--- src/rtl/sgdft_pkg.sv ---
package sgdft_pkg;

   localparam real PI_R = 3.14159265358979323846;

   // cosine by series expansion after folding the angle into [-pi, pi]
   function automatic real cos_series(input real ang);
      real a;
      real term;
      real acc;
      a = ang;
      while (a > PI_R)  a = a - 2.0 * PI_R;
      while (a < -PI_R) a = a + 2.0 * PI_R;
      term = 1.0;
      acc  = 1.0;
      for (int i = 1; i < 30; i++) begin
         term = -term * a * a / ((2.0 * i - 1.0) * (2.0 * i));
         acc  = acc + term;
      end
      return acc;
   endfunction

   function automatic real sin_series(input real ang);
      return cos_series(ang - PI_R / 2.0);
   endfunction

   // round a real value to a signed fixed-point integer with frac fractional bits
   function automatic int to_fixed(input real val, input int frac);
      real scaled;
      scaled = val * (2.0 ** frac);
      if (scaled >= 0.0) return $rtoi(scaled + 0.5);
      else               return -$rtoi(-scaled + 0.5);
   endfunction

   function automatic real bin_angle(input int bin, input int win);
      return 2.0 * PI_R * bin / win;
   endfunction

endpackage

--- src/rtl/sgdft_comb.sv ---
module sgdft_comb #(
   parameter int WIN   = 20,
   parameter int DW    = 16,
   parameter int VW    = 32,
   localparam int CNTW = $clog2(WIN + 1)
) (
   input  logic                 clk,
   input  logic                 rst_n,
   input  logic                 stb,
   input  logic signed [DW-1:0] x,
   output logic signed [VW-1:0] comb,
   output logic                 full_now
);

   logic signed [DW-1:0] tap [WIN];
   logic [CNTW-1:0]      fill;
   logic signed [DW:0]   diff;

   // window history: tap[WIN-1] holds the sample from WIN strobes back
   generate
      for (genvar g = 0; g < WIN; g++) begin : g_tap
         if (g == 0) begin : g_head
            always_ff @(posedge clk or negedge rst_n) begin
               if (!rst_n)   tap[g] <= '0;
               else if (stb) tap[g] <= x;
            end
         end else begin : g_body
            always_ff @(posedge clk or negedge rst_n) begin
               if (!rst_n)   tap[g] <= '0;
               else if (stb) tap[g] <= tap[g-1];
            end
         end
      end
   endgenerate

   always_ff @(posedge clk or negedge rst_n) begin
      if (!rst_n)                             fill <= '0;
      else if (stb && fill != CNTW'(WIN))     fill <= fill + 1'b1;
   end

   assign diff     = {x[DW-1], x} - {tap[WIN-1][DW-1], tap[WIN-1]};
   assign comb     = VW'(diff);
   assign full_now = (fill >= CNTW'(WIN - 1));

endmodule

--- src/rtl/sgdft_reso.sv ---
module sgdft_reso #(
   parameter int VW   = 32,
   parameter int CW   = 16,
   parameter int FRAC = 14,
   parameter int C2   = 26510,
   localparam int PW  = VW + CW
) (
   input  logic                 clk,
   input  logic                 rst_n,
   input  logic                 stb,
   input  logic signed [VW-1:0] comb,
   output logic signed [VW-1:0] v_cur,
   output logic signed [VW-1:0] v_prev
);

   localparam logic signed [CW-1:0] C2_S = CW'(C2);

   logic signed [PW-1:0] fb_prod;
   logic signed [VW-1:0] fb_term;
   logic signed [VW-1:0] v_next;

   assign fb_prod = v_cur * C2_S;
   assign fb_term = VW'(fb_prod >>> FRAC);
   assign v_next  = comb + fb_term - v_prev;

   always_ff @(posedge clk or negedge rst_n) begin
      if (!rst_n) begin
         v_cur  <= '0;
         v_prev <= '0;
      end else if (stb) begin
         v_cur  <= v_next;
         v_prev <= v_cur;
      end
   end

endmodule

--- src/rtl/sgdft_outmix.sv ---
module sgdft_outmix #(
   parameter int VW   = 32,
   parameter int CW   = 16,
   parameter int FRAC = 14,
   parameter int CC   = 13255,
   parameter int SS   = 9630,
   localparam int PW  = VW + CW
) (
   input  logic                 clk,
   input  logic                 rst_n,
   input  logic                 go,
   input  logic                 go_full,
   input  logic signed [VW-1:0] v_cur,
   input  logic signed [VW-1:0] v_prev,
   output logic signed [VW-1:0] re_o,
   output logic signed [VW-1:0] im_o,
   output logic                 vld_o
);

   localparam logic signed [CW-1:0] CC_S = CW'(CC);
   localparam logic signed [CW-1:0] SS_S = CW'(SS);

   logic signed [PW-1:0] c_prod;
   logic signed [PW-1:0] s_prod;

   assign c_prod = v_prev * CC_S;
   assign s_prod = v_prev * SS_S;

   always_ff @(posedge clk or negedge rst_n) begin
      if (!rst_n) begin
         re_o  <= '0;
         im_o  <= '0;
         vld_o <= 1'b0;
      end else begin
         vld_o <= go & go_full;
         if (go) begin
            re_o <= v_cur - VW'(c_prod >>> FRAC);
            im_o <= VW'(s_prod >>> FRAC);
         end
      end
   end

endmodule

--- src/rtl/sgdft_bin.sv ---
module sgdft_bin #(
   parameter int SAMPLE_W  = 16,
   parameter int VAL_W     = 32,
   parameter int COEF_W    = 16,
   parameter int COEF_FRAC = 14,
   parameter int WIN_LEN   = 20,
   parameter int BIN_IDX   = 2
) (
   input  logic                clk,
   input  logic                rst_n,
   input  logic                smp_stb,
   input  logic [SAMPLE_W-1:0] smp_in,
   output logic [VAL_W-1:0]    bin_i,
   output logic [VAL_W-1:0]    bin_q,
   output logic                bin_vld
);

   localparam real ANG   = sgdft_pkg::bin_angle(BIN_IDX, WIN_LEN);
   localparam int  C2_Q  = sgdft_pkg::to_fixed(2.0 * sgdft_pkg::cos_series(ANG), COEF_FRAC);
   localparam int  C_Q   = sgdft_pkg::to_fixed(sgdft_pkg::cos_series(ANG), COEF_FRAC);
   localparam int  S_Q   = sgdft_pkg::to_fixed(sgdft_pkg::sin_series(ANG), COEF_FRAC);
   localparam int  CMAX  = 2 ** (COEF_W - 1);

   generate
      if (WIN_LEN < 2) begin : g_bad_win
         $error("window length must be at least 2");
      end
      if (BIN_IDX < 1 || BIN_IDX >= WIN_LEN) begin : g_bad_bin
         $error("bin index must lie in 1 .. window length - 1");
      end
      if (C2_Q >= CMAX || C2_Q < -CMAX) begin : g_bad_coef
         $error("coefficient width too small for the feedback coefficient");
      end
      if (VAL_W < SAMPLE_W + 1 + COEF_W - COEF_FRAC) begin : g_bad_val
         $error("state width too small for the comb result");
      end
   endgenerate

   logic signed [VAL_W-1:0] comb_v;
   logic                    full_now;
   logic signed [VAL_W-1:0] v_cur;
   logic signed [VAL_W-1:0] v_prev;
   logic                    stb_d;
   logic                    full_d;
   logic signed [VAL_W-1:0] re_w;
   logic signed [VAL_W-1:0] im_w;

   sgdft_comb #(
      .WIN (WIN_LEN),
      .DW  (SAMPLE_W),
      .VW  (VAL_W)
   ) u_comb (
      .clk      (clk),
      .rst_n    (rst_n),
      .stb      (smp_stb),
      .x        ($signed(smp_in)),
      .comb     (comb_v),
      .full_now (full_now)
   );

   sgdft_reso #(
      .VW   (VAL_W),
      .CW   (COEF_W),
      .FRAC (COEF_FRAC),
      .C2   (C2_Q)
   ) u_reso (
      .clk    (clk),
      .rst_n  (rst_n),
      .stb    (smp_stb),
      .comb   (comb_v),
      .v_cur  (v_cur),
      .v_prev (v_prev)
   );

   always_ff @(posedge clk or negedge rst_n) begin
      if (!rst_n) begin
         stb_d  <= 1'b0;
         full_d <= 1'b0;
      end else begin
         stb_d  <= smp_stb;
         full_d <= smp_stb & full_now;
      end
   end

   sgdft_outmix #(
      .VW   (VAL_W),
      .CW   (COEF_W),
      .FRAC (COEF_FRAC),
      .CC   (C_Q),
      .SS   (S_Q)
   ) u_mix (
      .clk     (clk),
      .rst_n   (rst_n),
      .go      (stb_d),
      .go_full (full_d),
      .v_cur   (v_cur),
      .v_prev  (v_prev),
      .re_o    (re_w),
      .im_o    (im_w),
      .vld_o   (bin_vld)
   );

   assign bin_i = re_w;
   assign bin_q = im_w;

endmodule

--- config.mk ---
export PLATFORM = sky130hd
export DESIGN_NAME = sgdft_bin
export DESIGN_NICKNAME = d
export VERILOG_FILES = /design/src/rtl/sgdft_pkg.sv /design/src/rtl/sgdft_comb.sv /design/src/rtl/sgdft_reso.sv /design/src/rtl/sgdft_outmix.sv /design/src/rtl/sgdft_bin.sv
export SDC_FILE = /design/constraint.sdc
export NUM_CORES = 2
export LEC_CHECK = 0
export BUFFER_PORTS_ARGS = -buffer_cell sky130_fd_sc_hd__buf_2
export CAP_MARGIN = 20
export CORE_ASPECT_RATIO = 2
export CORE_UTILIZATION = 40
export CTS_CLUSTER_DIAMETER = 50
export DETAILED_ROUTE_END_ITERATION = 10
export GPL_ROUTABILITY_DRIVEN = 1
export REMOVE_ABC_BUFFERS = 1
export SYNTH_ARGS = -nofsm -noshare
export SYNTH_HDL_FRONTEND = slang
export SYNTH_HIERARCHICAL = 1
export SYNTH_SLANG_ARGS = --single-unit
--- constraint.sdc ---
create_clock -name clk -period 9.3 [get_ports clk]
set_input_delay 0.465 -clock clk [delete_from_list [all_inputs] [get_ports clk]]
set_output_delay 0.465 -clock clk [all_outputs]
set_load 0.02 [all_outputs]
==> results.toml <==
[route]
firstDrtPassIters = 5
drt-initial-drc-count = 999
vias = 28700
drc = 0
antenna_left = 0
vias_per_cell = 5.02
wl_mm = 107
routedWlPerCell_microns = 18.8

[timing]
finalWorstSetupSlack_ps = 290
post-route-period-util_pct = 96.9
fmax_mhz = 111
rsz0062_at_grt = "false"
skew_ps = 54.9
worst_pin_slew_ps = 1070
maxSlewViolCount = 0
slew_headroom_pct = 28.7
hold_viol = 0
holdWs_ps = 124
min_period_ps = 9010
setup_viol = 0

[placed_design]
place_congestion = 0.900
placed_cell_area_sq_um = 47600
placedCellCount = 5611
port_buffers = 83
dp_hpwl_mm = 89.3
dp_worst_setup_slack_ps = -145

[floorplan]
io_pins = 84
dieWidth_microns = 239
die_y_microns = 477
core_area_sq_um = 111000
num_rows = 173
start_util_pct = 40.4
die_area_sq_um = 114000

[clock_network]
numClockSinks = 456
numCtsBuffers = 51
cts_buffer_depth = 3
cts_root_buffer = "clkbuf_16"
tritoncts = "done"
cts_max_level = 2
insertion_delay_ps = 660
path_clk_slew_ps = 70
post_cts_buffers = 0

[worst_setup_path]
crit_required_ps = 9870
crit_type = "reg -> reg"
end_kind = "flop"
startpoint_type = "flop"
worstRegToRegCells = 33
slowest_stage = "fa_1"
regToRegStartpoint = "u_reso/v_cur[9]$_DFFE_PN0P_"
cpPeakStageDelay_ps = 680
cpMostUsedCell = "fa_1"
r2r_end = "u_reso/v_cur[31]$_DFFE_PN0P_"
arrival_ps = 9580
crit_fanout = 6
rrSetupSlack_ps = 290

[layout]
layout.nets = 5313
drive_above_1_share_pct = 16.5
syn2layout_area_growth_pct = 9.66
stdcell_count = 5706
stdcell_area_sq_um = 49400

[run]
maxCapViolations = 0

[global_route]
grt_max_degree = 203
grt_overflow = 0
grtUsageTotal_pct = 19.8
grt_pass1_wl_mm = 173
antenna_found_initial = 1
grt_pass1_vias = 32200

[synth]
synth.top_cells.by_count = "inv_1 (853), fa_1 (586), ha_1 (530), dfrtp_1 (456), mux2_2 (385)"
netlist_area_sq_um = 45100
yosys_warnings = 6
synth_top_area_cell = "fa_1"
avgSynthCellArea_sq_um = 11.1
synth_area_leaders = "fa_1 (26%), dfrtp_1 (25%), ha_1 (15%)"
synth_edf_count = 0
synth_most_common_cell = "inv_1"
seq_area_frac_synth_pct = 25.3
synth_ff_type = "dfrtp_1"
async_flop_share_pct = 100
ys_ff_latch = 456
synth_cells = 4047
synth_top_area_share_pct = 26.0
yosysUniqueCellTypes = 97

[min_path]
holdPathStages = 2
worstHoldStart = "smp_in[2]"
min_to = "u_comb/tap[306]$_DFFE_PN0P_"
hp-class = "in -> reg"

[status]
outcome = "complete, no violations"
==> timing repair <==
item / 4_1_cts / 5_1_grt
endpoints found under the setup margin: 5 / 8
hold buffers: 1 / 0
gates resized for setup: 2 / 9
hold endpoints to repair: 64 / 0
==> routing by layer <==
layer  vias up  global-route usage (%)  wire [microns]
met4         0                    9.32            5550
met5         -                       0               0
met2       387                    39.5           62100
li1      13500                       -               -
met1     14600                    20.0           37200
met3       212                    1.66            2060
==> critical path: cells and delay by family, from the launching register on <==
family | cells | cell delay (ps)
fa+ha+maj | 9 | 4060
compound gates | 11 | 2270
simple gates | 6 | 1190
buf+inv | 5 | 520
flops | 1 | 490
xor+xnor | 1 | 220
mux | 1 | 130
==> cells by family (layout without fill, tap and decap cells) <==
family	count (synthesis)	after routing	share of synthesized area [%]
AO/OA/AOI/OAI	520	520	7.42
XOR/XNOR	185	185	3.63
adder cells (fa/ha/maj)	1116	1116	40.7
buffers and inverters	940	1111	8.10
flip-flops	456	456	25.3
multiplexers	405	405	10.1
other	0	1	0
AND/OR/NAND/NOR	425	425	4.70
==> area by class of cell <==
cell class,count,area (sq um)
Antenna cell,1,2.50
Clock buffer,62,1380
Clock inverter,31,430
Fill cell,10500,62100
Inverter,855,3210
Multi-Input combinational cell,2651,30000
Sequential cell,456,11400
Tap cell,1487,1860
Timing Repair Buffer,163,1080
==> sequential cells by signal, indices dropped and copies added, names as in the netlist <==
name / flops
u_mix/re_o: 32
full_d: 1
stb_d: 1
u_reso/v_cur: 32
u_comb/fill: 5
u_mix/vld_o: 1
u_reso/v_prev: 32
u_comb/tap: 320
u_mix/im_o: 32
==> stage by stage <==
step / utilization [%] / TNS [ps]
final: 44.3 / 0
after global routing: 44.3 / 0
after CTS: 44.3 / 0
after detailed placement: 42.7 / -170
after global placement: 42.7 / -70.9
after floorplan: - / 0
==> cells in the final DEF (no fill, tap or decap), drive strengths merged, types with 13 or more instances in the layout <==
cell / instances
a211oi: 26
a21o: 73
a21oi: 169
a31oi: 17
and2: 14
and3: 15
buf: 162
clkbuf: 62
clkinv: 14
dfrtp: 456
fa: 586
ha: 530
inv: 863
mux2: 386
mux2i: 19
nand2: 122
nand2b: 21
nand3: 32
nand4: 26
nor2: 92
nor2b: 20
nor3: 33
o211ai: 13
o21a: 16
o21ai: 125
o21bai: 13
xnor2: 114
xor2: 70
==> how the worst max path moves through the flow <==
stage / start / to / depth (start not counted)
after floorplan: u_reso/v_cur[6]$_DFFE_PN0P_ / u_reso/v_cur[31]$_DFFE_PN0P_ / 35
after global placement: u_reso/v_prev[10]$_DFFE_PN0P_ / u_mix/re_o[31]$_DFFE_PN0P_ / 29
after detailed placement: u_reso/v_prev[10]$_DFFE_PN0P_ / u_mix/re_o[31]$_DFFE_PN0P_ / 29
after CTS: u_reso/v_prev[7]$_DFFE_PN0P_ / u_mix/re_o[31]$_DFFE_PN0P_ / 30
after global routing: u_reso/v_prev[11]$_DFFE_PN0P_ / u_mix/re_o[30]$_DFFE_PN0P_ / 27
final: u_reso/v_cur[9]$_DFFE_PN0P_ / u_reso/v_cur[31]$_DFFE_PN0P_ / 33
Power is left out: the tool's default activity adds up to more than one toggle a clock period on the data nets, which glitch-free logic cannot reach.
